===== src/rtl/fdc_cfg_pkg.sv =====
package fdc_cfg_pkg;
    localparam int NUM_DRV = 4;
    localparam int LEN_W   = 6;

    typedef enum logic [1:0] {
        RS_IDLE = 2'd0,
        RS_LOCK = 2'd1,
        RS_DUMP = 2'd2
    } res_state_e;

    typedef enum logic [1:0] {
        REC_CONV = 2'd0,
        REC_P500 = 2'd1,
        REC_RSVD = 2'd2,
        REC_P1M  = 2'd3
    } rec_mode_e;

    localparam logic [LEN_W-1:0] GAP2_SHORT = LEN_W'(22);
    localparam logic [LEN_W-1:0] GAP2_LONG  = LEN_W'(41);
    localparam logic [LEN_W-1:0] REWR_NONE  = LEN_W'(0);
    localparam logic [LEN_W-1:0] REWR_P500  = LEN_W'(19);
    localparam logic [LEN_W-1:0] REWR_P1M   = LEN_W'(38);
endpackage


===== src/rtl/fdc_fifo_cfg.sv =====
module fdc_fifo_cfg #(
    parameter int THR_W = 4,
    parameter int TRK_W = 8,
    parameter logic DEF_EFIFO = 1'b1,
    parameter int DEF_THR = 0,
    parameter int DEF_TRK = 0
) (
    input  logic             clk,
    input  logic             rst_n,
    input  logic             swr,
    input  logic             cfg_wr,
    input  logic             cfg_efifo,
    input  logic [THR_W-1:0] cfg_thr,
    input  logic [TRK_W-1:0] cfg_trk,
    input  logic             lock_wr,
    input  logic             lock_new,
    output logic             efifo,
    output logic [THR_W-1:0] fifo_thr,
    output logic [TRK_W-1:0] pretrk,
    output logic             lock
);
    localparam logic [THR_W-1:0] THR_RST = THR_W'(DEF_THR);
    localparam logic [TRK_W-1:0] TRK_RST = TRK_W'(DEF_TRK);

    // Configuration fields: shielded from software reset while locked.
    always_ff @(posedge clk or negedge rst_n) begin
        if (!rst_n) begin
            efifo    <= DEF_EFIFO;
            fifo_thr <= THR_RST;
            pretrk   <= TRK_RST;
        end else if (swr) begin
            if (!lock) begin
                efifo    <= DEF_EFIFO;
                fifo_thr <= THR_RST;
                pretrk   <= TRK_RST;
            end
        end else if (cfg_wr) begin
            efifo    <= cfg_efifo;
            fifo_thr <= cfg_thr;
            pretrk   <= cfg_trk;
        end
    end

    // Lock flag: only the hardware reset clears it.
    always_ff @(posedge clk or negedge rst_n) begin
        if (!rst_n) begin
            lock <= 1'b0;
        end else if (!swr && lock_wr) begin
            lock <= lock_new;
        end
    end

    p_lock_keep_r3: assert property (@(posedge clk) disable iff (!rst_n)
        (swr && lock) |=> ($stable(efifo) && $stable(fifo_thr) && $stable(pretrk)));

    p_unlock_dflt_r4: assert property (@(posedge clk) disable iff (!rst_n)
        (swr && !lock) |=> (efifo == DEF_EFIFO && fifo_thr == THR_RST && pretrk == TRK_RST));

    p_swr_lock_hold_r10: assert property (@(posedge clk) disable iff (!rst_n)
        swr |=> $stable(lock));
endmodule


===== src/rtl/fdc_perp_ctl.sv =====
module fdc_perp_ctl
    import fdc_cfg_pkg::*;
(
    input  logic               clk,
    input  logic               rst_n,
    input  logic               swr,
    input  logic               perp_wr,
    input  logic               drv_we,
    input  logic [NUM_DRV-1:0] drv_in,
    input  logic               gap_in,
    input  logic               wg_in,
    output logic               wgate,
    output logic               gap,
    output logic [NUM_DRV-1:0] drv_perp
);
    // Mode bits: cleared by either reset class.
    always_ff @(posedge clk or negedge rst_n) begin
        if (!rst_n) begin
            wgate <= 1'b0;
            gap   <= 1'b0;
        end else if (swr) begin
            wgate <= 1'b0;
            gap   <= 1'b0;
        end else if (perp_wr) begin
            wgate <= wg_in;
            gap   <= gap_in;
        end
    end

    // One perpendicular bit per drive: only the hardware reset clears them.
    for (genvar d = 0; d < NUM_DRV; d++) begin : g_drv
        always_ff @(posedge clk or negedge rst_n) begin
            if (!rst_n) begin
                drv_perp[d] <= 1'b0;
            end else if (!swr && perp_wr && drv_we) begin
                drv_perp[d] <= drv_in[d];
            end
        end
    end

    p_swr_clr_mode_r2: assert property (@(posedge clk) disable iff (!rst_n)
        swr |=> (!wgate && !gap));

    p_swr_keep_drv_r2: assert property (@(posedge clk) disable iff (!rst_n)
        swr |=> $stable(drv_perp));

    p_drv_hold_r6: assert property (@(posedge clk) disable iff (!rst_n)
        (perp_wr && !drv_we) |=> $stable(drv_perp));
endmodule


===== src/rtl/fdc_gap_decode.sv =====
module fdc_gap_decode
    import fdc_cfg_pkg::*;
(
    input  logic             wgate,
    input  logic             gap,
    output logic [1:0]       perp_mode,
    output logic [LEN_W-1:0] gap2_len,
    output logic [LEN_W-1:0] gap2_rewr
);
    rec_mode_e mode;

    always_comb begin
        unique case ({wgate, gap})
            2'b00: mode = REC_CONV;
            2'b10: mode = REC_P500;
            2'b01: mode = REC_RSVD;
            default: mode = REC_P1M;
        endcase
    end

    always_comb begin
        unique case (mode)
            REC_P500: begin
                gap2_len  = GAP2_SHORT;
                gap2_rewr = REWR_P500;
            end
            REC_P1M: begin
                gap2_len  = GAP2_LONG;
                gap2_rewr = REWR_P1M;
            end
            default: begin
                gap2_len  = GAP2_SHORT;
                gap2_rewr = REWR_NONE;
            end
        endcase
        perp_mode = mode;
    end

    always_comb begin
        p_rewr_fits_r9: assert (gap2_rewr < gap2_len);
    end
endmodule


===== src/rtl/fdc_result_fsm.sv =====
module fdc_result_fsm
    import fdc_cfg_pkg::*;
(
    input  logic       clk,
    input  logic       rst_n,
    input  logic       swr,
    input  logic       lock_wr,
    input  logic       lock_new,
    input  logic       dump_req,
    input  logic [7:0] dump_snap,
    output logic       res_valid,
    output logic [7:0] res_byte
);
    res_state_e state, state_nx;
    logic       cap_lock;
    logic [7:0] cap_dump;

    always_comb begin
        if (swr) begin
            state_nx = RS_IDLE;
        end else if (lock_wr) begin
            state_nx = RS_LOCK;
        end else if (dump_req) begin
            state_nx = RS_DUMP;
        end else begin
            state_nx = RS_IDLE;
        end
    end

    always_ff @(posedge clk or negedge rst_n) begin
        if (!rst_n) begin
            state <= RS_IDLE;
        end else begin
            state <= state_nx;
        end
    end

    always_ff @(posedge clk or negedge rst_n) begin
        if (!rst_n) begin
            cap_lock <= 1'b0;
            cap_dump <= 8'h00;
        end else begin
            if (state_nx == RS_LOCK) cap_lock <= lock_new;
            if (state_nx == RS_DUMP) cap_dump <= dump_snap;
        end
    end

    always_comb begin
        unique case (state)
            RS_LOCK: begin
                res_valid = 1'b1;
                res_byte  = {3'b000, cap_lock, 4'b0000};
            end
            RS_DUMP: begin
                res_valid = 1'b1;
                res_byte  = cap_dump;
            end
            default: begin
                res_valid = 1'b0;
                res_byte  = 8'h00;
            end
        endcase
    end

    p_lock_res_r7: assert property (@(posedge clk) disable iff (!rst_n)
        (lock_wr && !swr) |=> (res_valid && res_byte == {3'b000, $past(lock_new), 4'b0000}));

    p_dump_res_r8: assert property (@(posedge clk) disable iff (!rst_n)
        (dump_req && !lock_wr && !swr) |=> (res_valid && res_byte == $past(dump_snap)));

    p_swr_nores_r10: assert property (@(posedge clk) disable iff (!rst_n)
        swr |=> !res_valid);

    p_idle_zero_r11: assert property (@(posedge clk) disable iff (!rst_n)
        !res_valid |-> (res_byte == 8'h00));
endmodule


===== src/rtl/fdc_cfg_regs.sv =====
module fdc_cfg_regs
    import fdc_cfg_pkg::*;
#(
    parameter int THR_W = 4,
    parameter int TRK_W = 8
) (
    input  logic             clk,
    input  logic             rst_n,
    input  logic             dor_srst,
    input  logic             dsr_srst,
    input  logic             cfg_wr,
    input  logic             cfg_efifo,
    input  logic [THR_W-1:0] cfg_thr,
    input  logic [TRK_W-1:0] cfg_trk,
    input  logic             perp_wr,
    input  logic [7:0]       perp_cmd,
    input  logic             lock_wr,
    input  logic [7:0]       lock_cmd,
    input  logic             dump_req,
    output logic             efifo,
    output logic [THR_W-1:0] fifo_thr,
    output logic [TRK_W-1:0] pretrk,
    output logic             lock,
    output logic             wgate,
    output logic             gap,
    output logic [3:0]       drv_perp,
    output logic [1:0]       perp_mode,
    output logic [5:0]       gap2_len,
    output logic [5:0]       gap2_rewr,
    output logic             res_valid,
    output logic [7:0]       res_byte
);
    localparam int DRV_LSB = 2;

    logic       swr;
    logic [7:0] dump_snap;

    assign swr       = dor_srst | dsr_srst;
    assign dump_snap = {lock, 1'b0, drv_perp, gap, wgate};

    fdc_fifo_cfg #(
        .THR_W(THR_W), .TRK_W(TRK_W),
        .DEF_EFIFO(1'b1), .DEF_THR(0), .DEF_TRK(0)
    ) u_fifo_cfg (
        .clk(clk), .rst_n(rst_n), .swr(swr),
        .cfg_wr(cfg_wr), .cfg_efifo(cfg_efifo), .cfg_thr(cfg_thr), .cfg_trk(cfg_trk),
        .lock_wr(lock_wr), .lock_new(lock_cmd[7]),
        .efifo(efifo), .fifo_thr(fifo_thr), .pretrk(pretrk), .lock(lock)
    );

    fdc_perp_ctl u_perp (
        .clk(clk), .rst_n(rst_n), .swr(swr),
        .perp_wr(perp_wr), .drv_we(perp_cmd[7]),
        .drv_in(perp_cmd[DRV_LSB +: NUM_DRV]),
        .gap_in(perp_cmd[1]), .wg_in(perp_cmd[0]),
        .wgate(wgate), .gap(gap), .drv_perp(drv_perp)
    );

    fdc_gap_decode u_gdec (
        .wgate(wgate), .gap(gap),
        .perp_mode(perp_mode), .gap2_len(gap2_len), .gap2_rewr(gap2_rewr)
    );

    fdc_result_fsm u_res (
        .clk(clk), .rst_n(rst_n), .swr(swr),
        .lock_wr(lock_wr), .lock_new(lock_cmd[7]),
        .dump_req(dump_req), .dump_snap(dump_snap),
        .res_valid(res_valid), .res_byte(res_byte)
    );

    p_cfg_load_r5: assert property (@(posedge clk) disable iff (!rst_n)
        (cfg_wr && !swr) |=> (efifo == $past(cfg_efifo) && fifo_thr == $past(cfg_thr)
                              && pretrk == $past(cfg_trk)));

    p_swr_cfg_block_r10: assert property (@(posedge clk) disable iff (!rst_n)
        (swr && lock) |=> $stable(fifo_thr));
endmodule


===== config.mk =====
export PLATFORM = sky130hd
export DESIGN_NAME = fdc_cfg_regs
export DESIGN_NICKNAME = d
export VERILOG_FILES = /design/src/rtl/fdc_cfg_pkg.sv /design/src/rtl/fdc_fifo_cfg.sv /design/src/rtl/fdc_perp_ctl.sv /design/src/rtl/fdc_gap_decode.sv /design/src/rtl/fdc_result_fsm.sv /design/src/rtl/fdc_cfg_regs.sv
export SDC_FILE = /design/constraint.sdc
export NUM_CORES = 1
export LEC_CHECK = 0
export ABC_AREA = 1
export ABC_CLOCK_PERIOD_IN_PS = 2500
export BUFFER_PORTS_ARGS = -buffer_cell sky130_fd_sc_hd__buf_2
export CORE_AREA = 2 2 47 71
export CTS_BUF_LIST = sky130_fd_sc_hd__clkbuf_4 sky130_fd_sc_hd__clkbuf_8
export DETAILED_ROUTE_END_ITERATION = 16
export DIE_AREA = 0 0 49 73
export PLACE_DENSITY = 0.88
export SLEW_MARGIN = 20
export SYNTH_ARGS = -nofsm -noshare
export SYNTH_HDL_FRONTEND = slang
export SYNTH_SLANG_ARGS = --single-unit

===== constraint.sdc =====
create_clock -name clk -period 2.5 [get_ports clk]
set_input_delay 0.125 -clock clk [delete_from_list [all_inputs] [get_ports clk]]
set_output_delay 0.125 -clock clk [all_outputs]
set_load 0.01 [all_outputs]

Yosys cells after proc, flatten, opt, wreduce, memory -nomap -nowiden:

Cells that the tools add are included.

* bits in writable memories: 0
* memories: 0
* register bits after elaboration: 30
* ROM bits: 0
* output and inout port bits: 43
* bits of input ports: 37
* bits in latches: 0

* $lt $le $gt $ge: 0
* muxes and demuxes: 21
* div/mod/pow operators: 0
* shift operators: 0
* multipliers: 0
* equality and inequality tests: 9
* add/sub/neg operators: 0
* bitwise logic cells: 1
* reductions and logical operators: 9

Operator list (count)
* $mux W8: 3
* $pmux W8 S2: 1
* $mux W4: 3
* $pmux W6 S2: 1
* $eq A2 B1 Y1 const B: 4
* $eq A2 B2 Y1 const B: 4
* $mux W1: 8
* $mux W2: 3
* $mux W6: 1
* $pmux W2 S3: 1
* $reduce_bool A2 Y1: 2
* $logic_and A1 B1 Y1: 3
* $logic_not A2 Y1: 1
* $ne A2 B2 Y1 const B: 1
* $reduce_and A2 Y1: 1
* $reduce_or A2 Y1: 1
* $logic_not A1 Y1: 1
* $or A1 B1 Y1: 1

Logic depth before layout (Yosys ltp):

* word-level depth: 4
* mapped depth: 6

Hierarchy:

A second synthesis with hierarchy kept.

* cell total of the unflattened synthesis: 182
* area, all modules: 1490.2 um2

By module, submodules not included
* fdc_fifo_cfg: cells each 65, seq. area each 351.6 um2, instances 1, area each 584.3 um2
* fdc_result_fsm: cells each 69, seq. area each 275.3 um2, instances 1, area each 539.3 um2
* fdc_perp_ctl: cells each 28, seq. area each 150.1 um2, instances 1, area each 257.7 um2
* fdc_gap_decode: cells each 16, seq. area each 0.0 um2, instances 1, area each 93.8 um2
* fdc_cfg_regs: cells each 4, seq. area each 0.0 um2, instances 1, area each 15.0 um2

Worst setup path after synthesis:

OpenSTA, ideal clock, no wires.

* kind: register to output
* start: reg u_perp.gap
* end: out gap2_len[3]
* data arrival time: 925 ps
* slack: 1450 ps
* path buffers: 1
* stages on the path, launching flop included: 4
* cells stage by stage: dfrtp_1 nand2_1 inv_1 buf_4

* cells in the longest elaborated chain, start to end: 4
* elaborated cells between the ends (all ways): 6
* classes of those cells: eq/ne: 3; mux: 2; reduce/logical: 1

RTL lines
* start, declared: line fdc_perp_ctl.sv:13 `output logic gap,`
* start signal, assigned: line fdc_perp_ctl.sv:26 `gap <= gap_in;`
* $eq A2 B1 Y1, or another cell as far along: line fdc_gap_decode.sv:13 `unique case ({wgate, gap})`
* $pmux W2 S3 *: line fdc_gap_decode.sv:13
* $eq A2 B2 Y1 *: line fdc_gap_decode.sv:22 `unique case (mode)`
* $mux W6 *: line fdc_gap_decode.sv:22
* end, declared: line fdc_cfg_regs.sv:28 `output logic [5:0] gap2_len,`

Mark *: on every way between the ends. The rest lies on a longest branch, timed or not.

Worst setup path after layout:

* start: reg u_res.state[0]
* end: out res_byte[4]

* cells in the longest elaborated chain, start to end: 2
* elaborated cells between the ends (all ways): 3
* classes of those cells: eq/ne: 2; mux: 1

RTL lines
* start, declared: line fdc_result_fsm.sv:14 `res_state_e state, state_nx;`
* start signal, assigned: line fdc_result_fsm.sv:34 `state <= state_nx;`
* $eq A2 B2 Y1 or $eq A2 B1 Y1 (tied branches): line fdc_result_fsm.sv:49 `unique case (state)`
* $pmux W8 S2 *: line fdc_result_fsm.sv:49
* end, declared: line fdc_cfg_regs.sv:31 `output logic [7:0] res_byte`

Marks and branches as above.

==> impl_metrics.json <==
{
  "fmax_mhz": 684.3,
  "p_leak_nw": 1.160,
  "htree_levels": 2,
  "synth_cells": 172,
  "busiest_layer": "met2",
  "drt_first_pass_iters": 4,
  "utilization_pct": 59.51,
  "rsz0062_at_grt": "false",
  "finalWirelength_mm": 3.005,
  "drc_errors": 0,
  "fillers": 281,
  "synth.top_cell.area_share_pct": 51.24,
  "combPwrFrac_pct": 15.8,
  "slew_violations": 0,
  "met2_usage_pct": 38.05,
  "grt_usage_pct": 18.77,
  "ys_top_cells_by_count": "nand2_1 (64), dfrtp_1 (29), nand3_1 (19)",
  "numCtsBuffers": 5,
  "dp_cells": 264,
  "status": "finished, final reports clean",
  "pre_cts_ws_ps": 1138,
  "grt_max_degree": 31,
  "wl_per_cell_um": 11.01,
  "setup_violations": 0,
  "p_per_area_nw_per_um2": 649.8,
  "layout-drive-gt1-share_pct": 34.76,
  "multiInputGateArea_um2": 481.7,
  "critPathKind": "reg -> out",
  "cts.sinks": 30,
  "synth_seq_area_share_pct": 53.09,
  "maxSlewHeadroom_pct": 42.58,
  "core-area_um2": 3034,
  "power.internal_w": 0.0008523,
  "start_util_pct": 46.68,
  "cp.required_ps": 2380,
  "drv_cap": 0,
  "drtAntennaViolNets": 0,
  "syn_area_um2": 1416,
  "tightest_slew_ps": 855.6,
  "p_seq_share_pct": 49.7,
  "overflow": 0,
  "via_per_inst": 4.656,
  "clockBufferDepth": 2,
  "clk_latency_ps": 280,
  "clkPwrFrac_pct": 34.5,
  "netSwitchingPower_w": 0.0003209,
  "yosys.area.top_type": "dfrtp_1",
  "tritoncts": "done",
  "num_rows": 25,
  "use_met3_pct": 3.689,
  "avgSynthCellArea_um2": 8.235,
  "vias": 1271,
  "ios": 80,
  "crit_path_start_kind": "flip-flop",
  "layout_setup_ws_ps": 1039,
  "finalSetupTns_ps": 0,
  "min_path_type": "in -> reg",
  "crit_path_end_kind": "output port",
  "synth-seq-cells": 30,
  "seq_area_um2": 752.0,
  "finalPower_w": 0.001173,
  "post-route-period-util_pct": 58.46,
  "dieArea_um2": 3577,
  "portBuffers": 69,
  "hold_viol": 0,
  "synth_edf_count": 0,
  "antenna_found_initial": 0,
  "synth_async_sr_flop_share_pct": 100.0,
  "final_cell_count_no_fill": 273,
  "drtIter0Drc": 11,
  "gr-usage-met1_pct": 16.40,
  "ys.flop_type": "dfrtp_1",
  "post-dp-hpwl_mm": 2.365,
  "grt_pass1_vias": 1264,
  "synth_warnings": 0,
  "cts-hold-fix-buffers": 1,
  "switching_share_pct": 27.35,
  "routabilityCongestion": 0.7350,
  "fin_skew_ps": 4.049,
  "die_w_um": 49,
  "yosysMostFrequentCell": "nand2_1",
  "cts-root-buf": "clkbuf_8",
  "cp.arrival_ps": 1340,
  "antenna_cells": 0,
  "min_period_ps": 1461,
  "crit_path_max_fanout": 7,
  "reg2reg_slack_ps": 1290,
  "syn_to_final_growth_pct": 27.47,
  "post_cts_resized": 0,
  "final_nets": 271,
  "irDropWorstVdd_mv": 0.4745,
  "clk_pin_slew_ps": 60,
  "postCtsSetupRepairBufs": 0,
  "die_h_um": 73,
  "grt_pass1_wl_mm": 5.002,
  "synth_cell_types": 19,
  "ys_top_cells_by_area": "dfrtp_1 (51%), nand2_1 (17%), nand3_1 (6.7%)"
}
cell type report:
class,count,area share [%]
clock buffer,7,4.990
clock inverter,1,0.2772
inverter,19,3.950
multi-input combinational,106,26.68
sequential,30,41.65
tap,40,2.772
timing repair buffer,70,19.68
per-layer routing:
metal  vias to the layer above  part of all wire [%]
met5                         -                     0
met4                         0                   1.8
met3                         5                   7.7
met2                        64                    54
met1                       555                    36
li1                        647                     -
power groups by stage:
stage	logic [W]	clock network, W	registers, W
final	0.000185	0.000405	0.000583
after global routing	0.000210	0.000436	0.000590
after CTS	0.000189	0.000414	0.000584
after detailed placement	0.000187	0	0.000591
after global placement	0.000180	0	0.000589
after floorplan	0.0000894	0	0.000602
flip-flops by register name, summed over array words and instances, names as in the netlist:
name,count
u_fifo_cfg.pretrk,8
u_res.cap_dump,7
u_fifo_cfg.fifo_thr,4
u_perp.drv_perp,4
u_res.state,2
u_fifo_cfg.efifo,1
u_fifo_cfg.lock,1
u_perp.gap,1
u_perp.wgate,1
u_res.cap_lock,1
worst max-delay path, stage by stage, from the launching register on:
cell     delay [ps]
dfrtp_1         380
inv_1            60
ha_1            270
nand2_1          80
a21oi_1         120
buf_2           140
stage by stage:
step / cell area (um^2) / hold WS [ps]
6_report: 1805 / 40.48
5_1_grt: 1805 / 46.75
4_1_cts: 1805 / 33.55
3_5_place_dp: 1700 / 181.3
3_3_place_gp: 1700 / 174.7
2_1_floorplan: 1420 / -170.6
cells in the final DEF, fill, tap and decap left out, types with 2 or more instances in the layout:
cell / netlist / routed
buf_2: 5 / 69
nand2_1: 64 / 64
dfrtp_1: 29 / 29
nand3_1: 19 / 19
inv_1: 17 / 17
nand4_1: 11 / 11
clkbuf_8: 0 / 6
nor2_1: 2 / 2
o21ai_0: 2 / 2
ha_1: 2 / 2
conb_1: 1 / 2
cells by family after synthesis:
group           count (synthesis)  share of synthesized area [%]
compound gates                  4                          1.413
buf+inv                        37                          13.16
flops                          30                          53.09
fa+ha+maj                       2                          1.767
other cells                     1                         0.2648
simple gates                   98                          30.30
final timing paths:
path                                   start              endpoint  cells after the start
setup / recovery              u_res.state[0]           res_byte[4]                      5
hold / removal                    cfg_trk[6]  u_fifo_cfg.pretrk[6]                      3
setup reg to reg             u_fifo_cfg.lock  u_fifo_cfg.pretrk[1]                      4
hold reg to reg            u_res.cap_dump[0]     u_res.cap_dump[0]                      2
max in group asynchronous              rst_n     u_res.cap_dump[5]                      2
min in group asynchronous              rst_n  u_fifo_cfg.pretrk[0]                      2
Power figures use the tool's default switching activity.
